$ cat src/rtl/mp_lockin_pkg.sv
package mp_lockin_pkg;

  // Strobes from the period control to the datapath
  typedef struct packed {
    logic load;   // seed sums with the current product
    logic add;    // add the current product to the sums
    logic latch;  // register the finished block results
  } ctrlStrobe_t;

endpackage

$ cat src/rtl/mp_lockin_ctrl.sv
module mp_lockin_ctrl
  import mp_lockin_pkg::*;
#(
  parameter int N_MAX = 5
) (
  input  logic        clk,
  input  logic        rstN,
  input  logic        refMsb,
  input  logic [2:0]  nWaves,
  output ctrlStrobe_t strobe
);

  localparam int CNT_W = (N_MAX < 1) ? 1 : N_MAX;

  logic             prevMsb;
  logic             armed;
  logic [CNT_W-1:0] cnt;
  logic [2:0]       nEff;
  logic [CNT_W-1:0] lastIdx;
  logic             periodEdge;
  logic             blockEnd;

  always_comb begin
    nEff    = (32'(nWaves) > N_MAX) ? 3'(N_MAX) : nWaves;
    lastIdx = CNT_W'((32'd1 << nEff) - 32'd1);
  end

  assign periodEdge = prevMsb & ~refMsb;
  assign blockEnd   = (cnt >= lastIdx);

  always_comb begin
    strobe.load  = periodEdge & (~armed | blockEnd);
    strobe.latch = periodEdge & armed & blockEnd;
    strobe.add   = armed & ~strobe.load;
  end

  always_ff @(posedge clk or negedge rstN) begin
    if (!rstN) begin
      prevMsb <= 1'b0;
      armed   <= 1'b0;
      cnt     <= '0;
    end else begin
      prevMsb <= refMsb;
      if (periodEdge) begin
        armed <= 1'b1;
        cnt   <= strobe.load ? '0 : cnt + 1'b1;
      end
    end
  end

  AST_LATCH_NEEDS_ARM: assert property (@(posedge clk) disable iff (!rstN)
    strobe.latch |-> armed);

  AST_COUNT_RESTART: assert property (@(posedge clk) disable iff (!rstN)
    strobe.latch |=> (cnt == '0) && armed);

endmodule

$ cat src/rtl/mp_lockin_dp.sv
module mp_lockin_dp
  import mp_lockin_pkg::*;
#(
  parameter int DATA_W     = 14,
  parameter int REF_W      = 12,
  parameter int ACC_W      = 48,
  parameter int OUT_W      = 16,
  parameter int PH_W       = 16,
  parameter int SHIFT_NORM = 16,
  parameter int GAIN_BITS  = 6,
  parameter int FILT_K     = 2
) (
  input  logic                     clk,
  input  logic                     rstN,
  input  logic signed [DATA_W-1:0] sample,
  input  logic signed [REF_W-1:0]  refSin,
  input  logic signed [REF_W-1:0]  refCos,
  input  ctrlStrobe_t              strobe,
  input  logic                     hiRes,
  input  logic                     filtEn,
  output logic signed [OUT_W-1:0]  xOut,
  output logic signed [OUT_W-1:0]  yOut,
  output logic [2*OUT_W:0]         ampOut,
  output logic [PH_W-1:0]          phaseOut,
  output logic                     outValid
);

  localparam int PROD_W = DATA_W + REF_W;
  localparam int SH_HI  = SHIFT_NORM - GAIN_BITS;
  localparam logic signed [ACC_W-1:0] SAT_MAX =
    {{(ACC_W-OUT_W+1){1'b0}}, {(OUT_W-1){1'b1}}};
  localparam logic signed [ACC_W-1:0] SAT_MIN =
    {{(ACC_W-OUT_W+1){1'b1}}, {(OUT_W-1){1'b0}}};

  logic signed [PROD_W-1:0] prodX, prodY;
  logic signed [ACC_W-1:0]  extX, extY;
  logic signed [ACC_W-1:0]  accX, accY;
  logic signed [OUT_W-1:0]  xNext, yNext;
  logic signed [2*OUT_W-1:0] sqX, sqY;
  logic [2*OUT_W:0]         ampNext;
  logic [2:0]               octNext;
  logic [PH_W-1:0]          phRaw, phNext;

  assign prodX = sample * refCos;
  assign prodY = sample * refSin;
  assign extX  = {{(ACC_W-PROD_W){prodX[PROD_W-1]}}, prodX};
  assign extY  = {{(ACC_W-PROD_W){prodY[PROD_W-1]}}, prodY};

  always_ff @(posedge clk or negedge rstN) begin
    if (!rstN) begin
      accX <= '0;
      accY <= '0;
    end else if (strobe.load) begin
      accX <= extX;
      accY <= extY;
    end else if (strobe.add) begin
      accX <= accX + extX;
      accY <= accY + extY;
    end
  end

  function automatic logic signed [OUT_W-1:0] satScale(
    input logic signed [ACC_W-1:0] a, input logic hr);
    logic signed [ACC_W-1:0] s;
    s = hr ? (a >>> SH_HI) : (a >>> SHIFT_NORM);
    if (s > SAT_MAX)      return SAT_MAX[OUT_W-1:0];
    else if (s < SAT_MIN) return SAT_MIN[OUT_W-1:0];
    else                  return s[OUT_W-1:0];
  endfunction

  function automatic logic [2:0] octantOf(
    input logic signed [OUT_W-1:0] x, input logic signed [OUT_W-1:0] y);
    logic signed [OUT_W:0] xe, ye;
    logic [OUT_W:0] ax, ay;
    logic xPos, xNeg, yPos, yNeg;
    xe = {x[OUT_W-1], x};
    ye = {y[OUT_W-1], y};
    ax = xe[OUT_W] ? (~xe + 1'b1) : xe;
    ay = ye[OUT_W] ? (~ye + 1'b1) : ye;
    xNeg = x[OUT_W-1];
    yNeg = y[OUT_W-1];
    xPos = !xNeg && (x != '0);
    yPos = !yNeg && (y != '0);
    if (xPos && !yNeg)      return (ay < ax) ? 3'd0 : 3'd1;
    else if (!xPos && yPos) return (ax < ay) ? 3'd2 : 3'd3;
    else if (xNeg && !yPos) return (ay < ax) ? 3'd4 : 3'd5;
    else if (!xNeg && yNeg) return (ax < ay) ? 3'd6 : 3'd7;
    else                    return 3'd0;
  endfunction

  always_comb begin
    xNext   = satScale(accX, hiRes);
    yNext   = satScale(accY, hiRes);
    sqX     = xNext * xNext;
    sqY     = yNext * yNext;
    ampNext = {1'b0, sqX} + {1'b0, sqY};
    octNext = octantOf(xNext, yNext);
    phRaw   = {octNext, {(PH_W-3){1'b0}}};
  end

  generate
    if (FILT_K > 0) begin : g_phaseFilt
      logic signed [PH_W:0] diff, step;
      logic [PH_W:0]        sum;
      always_comb begin
        diff = $signed({1'b0, phRaw}) - $signed({1'b0, phaseOut});
        step = diff >>> FILT_K;
        sum  = {1'b0, phaseOut} + step;
        phNext = filtEn ? sum[PH_W-1:0] : phRaw;
      end
    end else begin : g_phaseDirect
      assign phNext = phRaw;
    end
  endgenerate

  always_ff @(posedge clk or negedge rstN) begin
    if (!rstN) begin
      xOut     <= '0;
      yOut     <= '0;
      ampOut   <= '0;
      phaseOut <= '0;
      outValid <= 1'b0;
    end else begin
      outValid <= strobe.latch;
      if (strobe.latch) begin
        xOut     <= xNext;
        yOut     <= yNext;
        ampOut   <= ampNext;
        phaseOut <= phNext;
      end
    end
  end

  logic signed [2*OUT_W-1:0] chkSqX, chkSqY;
  assign chkSqX = xOut * xOut;
  assign chkSqY = yOut * yOut;

  AST_AMP_MATCH: assert property (@(posedge clk) disable iff (!rstN)
    outValid |-> ampOut == ({1'b0, chkSqX} + {1'b0, chkSqY}));

  AST_HOLD_XY: assert property (@(posedge clk) disable iff (!rstN)
    !outValid |-> $stable(xOut) && $stable(yOut));

  AST_VALID_PULSE: assert property (@(posedge clk) disable iff (!rstN)
    outValid |=> !outValid);

endmodule

$ cat src/rtl/mp_lockin.sv
module mp_lockin
  import mp_lockin_pkg::*;
#(
  parameter int DATA_W     = 14,
  parameter int REF_W      = 12,
  parameter int ACC_W      = 48,
  parameter int OUT_W      = 16,
  parameter int PH_W       = 16,
  parameter int SHIFT_NORM = 16,
  parameter int GAIN_BITS  = 6,
  parameter int FILT_K     = 2,
  parameter int N_MAX      = 5,
  parameter int LSH_W      = 4
) (
  input  logic                     clk,
  input  logic                     rstN,
  input  logic signed [DATA_W-1:0] adcIn,
  input  logic signed [DATA_W-1:0] loopIn,
  input  logic                     loopSel,
  input  logic [LSH_W-1:0]         loopShift,
  input  logic                     ownMsb,
  input  logic signed [REF_W-1:0]  ownSin,
  input  logic signed [REF_W-1:0]  ownCos,
  input  logic                     auxMsb,
  input  logic signed [REF_W-1:0]  auxSin,
  input  logic signed [REF_W-1:0]  auxCos,
  input  logic                     refSel,
  input  logic [2:0]               nWaves,
  input  logic                     hiRes,
  input  logic                     filtEn,
  input  logic                     dbgSel,
  output logic signed [OUT_W-1:0]  xOut,
  output logic signed [OUT_W-1:0]  yOut,
  output logic [2*OUT_W:0]         ampOut,
  output logic [PH_W-1:0]          phaseOut,
  output logic                     outValid,
  output logic signed [REF_W-1:0]  dbgOut
);

  logic signed [DATA_W-1:0] sampleSel;
  logic signed [REF_W-1:0]  refSin, refCos;
  logic                     refMsb;
  ctrlStrobe_t              strobe;

  always_comb begin
    sampleSel = loopSel ? (loopIn >>> loopShift) : adcIn;
    refMsb    = refSel ? auxMsb : ownMsb;
    refSin    = refSel ? auxSin : ownSin;
    refCos    = refSel ? auxCos : ownCos;
    dbgOut    = dbgSel ? refCos : refSin;
  end

  mp_lockin_ctrl #(.N_MAX(N_MAX)) u_ctrl (
    .clk    (clk),
    .rstN   (rstN),
    .refMsb (refMsb),
    .nWaves (nWaves),
    .strobe (strobe)
  );

  mp_lockin_dp #(
    .DATA_W(DATA_W), .REF_W(REF_W), .ACC_W(ACC_W), .OUT_W(OUT_W),
    .PH_W(PH_W), .SHIFT_NORM(SHIFT_NORM), .GAIN_BITS(GAIN_BITS),
    .FILT_K(FILT_K)
  ) u_dp (
    .clk      (clk),
    .rstN     (rstN),
    .sample   (sampleSel),
    .refSin   (refSin),
    .refCos   (refCos),
    .strobe   (strobe),
    .hiRes    (hiRes),
    .filtEn   (filtEn),
    .xOut     (xOut),
    .yOut     (yOut),
    .ampOut   (ampOut),
    .phaseOut (phaseOut),
    .outValid (outValid)
  );

endmodule

$ cat config.mk
export PLATFORM = sky130hd
export DESIGN_NAME = mp_lockin
export DESIGN_NICKNAME = d
export VERILOG_FILES = /design/src/rtl/mp_lockin_pkg.sv /design/src/rtl/mp_lockin_ctrl.sv /design/src/rtl/mp_lockin_dp.sv /design/src/rtl/mp_lockin.sv
export SDC_FILE = /design/constraint.sdc
export NUM_CORES = 2
export LEC_CHECK = 0
export BUFFER_PORTS_ARGS = -buffer_cell sky130_fd_sc_hd__buf_2
export CAP_MARGIN = 5
export CORE_UTILIZATION = 60
export DETAILED_ROUTE_END_ITERATION = 10
export GPL_TIMING_DRIVEN = 0
export HOLD_SLACK_MARGIN = 0.02
export PLACE_DENSITY = 0.85
export SLEW_MARGIN = 10
export SYNTH_ARGS = -nofsm -noshare
export SYNTH_HDL_FRONTEND = slang
export SYNTH_SLANG_ARGS = --single-unit
export TNS_END_PERCENT = 5
$ cat constraint.sdc
create_clock -name clk -period 10.6 [get_ports clk]
set_clock_uncertainty 0.05 [all_clocks]
set_input_delay 0.53 -clock clk [delete_from_list [all_inputs] [get_ports clk]]
set_output_delay 0.53 -clock clk [all_outputs]
set_load 0.02 [all_outputs]
# Yosys cells after proc, flatten, opt, wreduce, memory -nomap -nowiden
# Cells that the tools add are included.
# Widths: inputs -> output; s select.
[op_classes]
n_shift = 2
n_addsub = 9
reduce_logical = 13
order_cmp = 8
n_mul = 4
mux = 28
n_bitwise = 11
[op_table]
columns = ["op", "count"]
rows = [
  ["$mux 48", 4],
  ["$add 48x26->48", 2],
  ["$mux 16", 5],
  ["$gt 38x16->1 const B", 2],
  ["$lt 38x16->1 const B", 2],
  ["$mux 37", 2],
  ["$mul 16x16->32", 2],
  ["$mul 14x12->26", 2],
  ["$mux 12", 3],
  ["$add 17x1->17 const B", 2],
  ["$lt 17x17->1", 2],
  ["$mux 17", 2],
  ["$not 17->17", 2],
  ["$add 32x32->33", 1],
  ["$reduce_bool 16->1", 2],
  ["$sub 16x16->17", 1],
  ["$add 16x16->16", 1],
  ["$mux 3", 5],
  ["$mux 14", 1],
  ["$sshr 14x4->14", 1],
  ["$logic_and 1x1->1", 6],
  ["$add 5x1->5 const B", 1],
  ["$and 1x1->1", 5],
  ["$ge 5x5->1", 1],
  ["9 further kinds", 18],
]
[totals]
elab_cells = 85
regBits = 185
inputBits = 92
output_inout_bits = 94

# Logic depth before layout (Yosys ltp)
[depth]
depth_word = 16
depth_mapped = 43
mapped_depth_nobuf = 40

# Hierarchy
# A second synthesis with hierarchy kept.
[unflattened]
cells_unflattened = 5483
hier_area_um2 = 47514.3
[by_module_without_submodules]
columns = ["module", "instances", "seq_area_each_um2", "cells_each", "area_per_inst_um2"]
rows = [
  ["mp_lockin_dp", 1, 4454.3, 5278, 45798.9],
  ["mp_lockin", 1, 0.0, 148, 1188.6],
  ["mp_lockin_ctrl", 1, 175.2, 57, 526.8],
]

# Least setup slack after synthesis
# No wires, ideal clock.
[synth_path]
path_kind = "input to register"
start = "input port loopShift[1]"
end = "register u_dp.accX[47]"
required_time_ns = 10.425
setup_ns = 0.125
stages = 38
arrival_ns = 9.913
setup_slack_ns = 0.512
path_buffers = 5
cell_sequence = "clkbuf_1 > buf_2 > mux2i_1 > mux2i_1 > a211oi_1 > a211oi_1 > a21oi_1 > clkbuf_1 > clkbuf_1 > nand2_1 > fa_1 > fa_1 > inv_1 > fa_1 > inv_1 > fa_1 > inv_1 > fa_1 > [2 not listed] > a2111oi_2 > a21boi_2 > o31ai_1 > a41oi_1 > a21oi_1 > xnor2_2 > ha_1 > clkbuf_1 > nand2_1 > o21ai_0 > a221o_1 > a21oi_1 > nor2_1 > or3_1 > a21oi_1 > o21ai_0 > a21boi_0 > a2111oi_0"
[synth_via]
elab_chain_len = 6
[synth_lines]
columns = ["element", "line", "text"]
rows = [
  ["from (decl)", "mp_lockin.sv:20", "input logic [LSH_W-1:0] loopShift,"],
  ["$sshr 14x4->14 *", "mp_lockin.sv:46", "sampleSel = loopSel ? (loopIn >>> loopShift) : adcIn;"],
  ["$mux 14 *", "mp_lockin.sv:46", ""],
  ["$mul 14x12->26 *", "mp_lockin_dp.sv:44", "assign prodX = sample * refCos;"],
  ["$add 48x26->48", "mp_lockin_dp.sv:57", "accX <= accX + extX;"],
  ["$mux 48", "mp_lockin_dp.sv:56", "end else if (strobe.add) begin"],
  ["$mux 48 *", "mp_lockin_dp.sv:53", "end else if (strobe.load) begin"],
  ["to (signal assigned)", "mp_lockin_dp.sv:54", "accX <= extX;"],
  ["to (signal assigned)", "mp_lockin_dp.sv:57", ""],
  ["to (decl)", "mp_lockin_dp.sv:37", "logic signed [ACC_W-1:0] accX, accY;"],
]
# Mark *: on every way between the ends. The rest lies on a longest branch, timed or not. The select of a mux whose other input is x is not followed.
# A chain may end at the register's enable or synchronous reset.

# Final worst setup path
# Ends and elaborated chain as after synthesis.

==> metrics.md <==
| Metric | Value |
|---|---|
| Seq/Total Area, Yosys | 9.65% |
| Yosys cell types | 96 |
| Nets | 7183 |
| Multi-input logic area | 0.0391 mm2 |
| Worst Setup End Kind | flop |
| FMAX | 98.0 MHz |
| Avg Vias per Cell | 6.15 |
| Drc violations | 0 |
| WL per Instance | 21.1 um |
| Cells after Synth | 5632 |
| Top_reg_cell synth | dfrtp_1 |
| Crit Path Category | in -> reg |
| Slew HR | 25.9% |
| Max Cap Viol | 0 |
| Part of the cycle the worst path needs | 96.3% |
| Buffers & Inverters on Critical Path | 6 |
| Reg area | 0.00463 mm2 |
| Final hold violation count | 0 |
| Worst-path clk slew | 0.08 ns |
| Post-route ant nets | 0 |
| Commonest non-fill, non-tap cells in the layout | inv_1 (1007), fa_1 (793), nand2_1 (666), ha_1 (443), nor2_1 (427) |
| CTS tree | done |
| Min-delay worst type | in -> reg |
| Pins Over Slew Limit | 0 |
| CP max FO | 10 |
| Root buf cell | clkbuf_16 |
| Ant diodes | 0 |
| Synthesized net count | 6960 |
| Via count | 42578 |
| Least-Margin Pin Slew | 1.11 ns |
| CTS buffer count | 17 |
| Die W | 285 um |
| Status | finished clean |
| Crit path largest cell delay | 0.59 ns |
| Pin count of the biggest net entering global routing | 104 |
| Post-synth ARST share | 100% |
| CORE AREA | 0.0790 mm2 |
| Worst skew pair latency | 0.52 ns |
| Syn-to-layout area delta | 7.35% |
| Core Util, Final | 65.2% |
| Slowest cell on crit path | fa_1 |
| Number of placement rows | 103 |
| Layout cells sized above 1 | 8.06% |
| Die area | 0.0811 mm2 |
| GRT overflow | 0 |
| Bufs on Longest Clock Path | 2 |
| Commonest non-fill, non-tap cell in the layout | inv_1 |
| Worst path required time | 10.95 ns |
| First-pass GRT wire length | 231000 um |
| Mapped Area | 0.0480 mm2 |
| PortBufs | 177 |
| Synthesized flop and latch total | 185 |
| CP top delay family | compound AO/OA/AOI/OAI gates |
| Vias in the first global route | 43383 |
| RSZ-0062 raised after global routing | yes |
| Initial antenna violation count | 4 |
| Crit start category | primary input |
| Initial DRT Pass Iterations | 6 |
| Min Tclk post-route | 10.21 ns |
| Final setup viols | 0 |
| # clock sinks | 185 |
| # IOs | 186 |
| FILL cells | 6389 |
| # H-tree levels | 4 |
| GRT Resource Usage Total | 36.4% |
| Final HPWL DP | 119000 um |
| WL final | 146000 um |
| Final GP Congestion | 0.998 |
| Mean Syn Cell Area | 8.52 um2 |
| Yosys warns | 0 |
| Die Span Y | 285 um |
| Initial DRC Count | 4520 |
| Data arrival, critical path | 10.55 ns |
| Number of synthesized flops with an enable pin | 0 |
| Initial cell density of the core | 60.7% |
| Worst hold margin | 0.347 ns |
==> path summary, 6_finish.rpt <==
check                               from               to  slack [ns]  cells after the start
setup / recovery            loopShift[1]    u_dp.accX[47]        0.39                     38
min in group asynchronous           rstN    u_dp.xOut[14]        0.55                      2
max in group asynchronous           rstN    u_dp.accX[33]        8.88                      3
hold / removal                    ownMsb   u_ctrl.prevMsb        0.35                      3
hold reg to reg             u_dp.yOut[4]     u_dp.yOut[4]        0.43                      2
setup reg to reg           u_dp.accX[25]  u_dp.ampOut[29]        0.39                     36
==> cells in the mapped netlist (11+ instances only) <==
| library cell | instances | share of area (%) |
|---|---|---|
| inv_1 | 1015 | 7.9 |
| fa_1 | 793 | 33 |
| nand2_1 | 668 | 5.2 |
| ha_1 | 443 | 12 |
| nor2_1 | 439 | 3.4 |
| a21oi_1 | 321 | 3.3 |
| o21ai_0 | 248 | 2.6 |
| dfrtp_1 | 185 | 9.6 |
| xnor2_1 | 176 | 3.2 |
| clkbuf_1 | 163 | 1.3 |
| a21o_1 | 128 | 2.0 |
| xor2_1 | 85 | 1.6 |
| mux2i_1 | 78 | 1.6 |
| nor3_1 | 76 | 0.79 |
| nand3_1 | 70 | 0.73 |
| o21a_1 | 47 | 0.74 |
| mux2_2 | 42 | 0.99 |
| or3_1 | 38 | 0.50 |
| a211oi_1 | 36 | 0.56 |
| and3_1 | 35 | 0.46 |
| a31oi_1 | 34 | 0.44 |
| nand2b_1 | 32 | 0.42 |
| o21bai_1 | 31 | 0.49 |
| and2_1 | 27 | 0.35 |
| nor2b_1 | 26 | 0.34 |
| nand4_1 | 24 | 0.31 |
| nor4_1 | 21 | 0.27 |
| o211ai_1 | 18 | 0.28 |
| o31ai_1 | 18 | 0.28 |
| or2_2 | 16 | 0.21 |
| o22ai_1 | 15 | 0.20 |
| a211o_1 | 14 | 0.26 |
| o21ai_1 | 14 | 0.15 |
| a221o_1 | 13 | 0.27 |
| a21boi_0 | 12 | 0.19 |
| or4_1 | 12 | 0.19 |
| clkinv_1 | 11 | 0.086 |
==> worst register-to-register path, delay by kind of cell (launching register included) <==
kind	cells	cell delay, ns
AOI/OAI and AO/OA	14	2.70
DFF	1	0.48
buffers and inverters	5	0.93
and+or+nand+nor	7	2.02
xor gates and xnor gates	2	0.35
adders and majority gates	8	3.60
==> cells by family after synthesis <==
| logic type | Yosys count | share of synthesized area, % |
|---|---|---|
| fa+ha+maj | 1236 | 44.6 |
| flops | 185 | 9.65 |
| compound gates | 1083 | 14.4 |
| mux | 124 | 2.80 |
| simple gates | 1521 | 14.0 |
| xor+xnor | 262 | 4.80 |
| other cells | 2 | 0.0157 |
| buf+inv | 1219 | 9.70 |
==> flip-flops by register name, summed over array words and instances (netlist names) <==
| name | count |
|---|---|
| u_dp.accX | 48 |
| u_dp.yOut | 16 |
| u_ctrl.armed | 1 |
| u_dp.phaseOut | 16 |
| u_dp.outValid | 1 |
| u_ctrl.cnt | 5 |
| u_dp.accY | 48 |
| u_ctrl.prevMsb | 1 |
| u_dp.xOut | 16 |
| u_dp.ampOut | 33 |
==> area by class of cell <==
cell class | instances | area share, %
Sequential cell | 185 | 9.00
Buffer | 182 | 1.59
Tap cell | 1050 | 2.55
Multi-Input combinational cell | 4229 | 75.8
Clock inverter | 13 | 0.258
Inverter | 1030 | 7.58
Timing Repair Buffer | 210 | 2.31
Clock buffer | 19 | 0.879
==> timing repair <==
item	4_1_cts	5_1_grt
gates cloned	1	0
endpoints found under the setup margin	44	39
hold buffers	1	0
hold endpoints to repair	82	0
buffers inserted	3	27
pin swaps	1	6
gates resized for setup	26	151
==> per-layer routing <==
layer  vias to the layer above  global-route usage, %  routed length [um]
met3                       638                   7.90               15200
met2                      2420                   58.0               67300
met4                         8                   22.0               10100
met1                     20810                   45.4               53600
li1                      18702                      -                   -
met5                         -                      0                 101
==> metrics by stage <==
step | std cells | cell area [um2] | TNS [ns] | setup slack (ns)
2_1_floorplan | 5632 | 48000 | 0 | 0.512
3_3_place_gp | 6859 | 50200 | -59.52 | -1.88
3_5_place_dp | 6861 | 50200 | -50.46 | -1.90
4_1_cts | 6896 | 50900 | -0.205 | -0.0723
5_1_grt | 6918 | 51500 | -0.0347 | -0.0175
6_report | 6918 | 51500 | 0 | 0.391
Power is left out: the tool's default activity adds up to more than one toggle a clock period on the data nets, which glitch-free logic cannot reach.
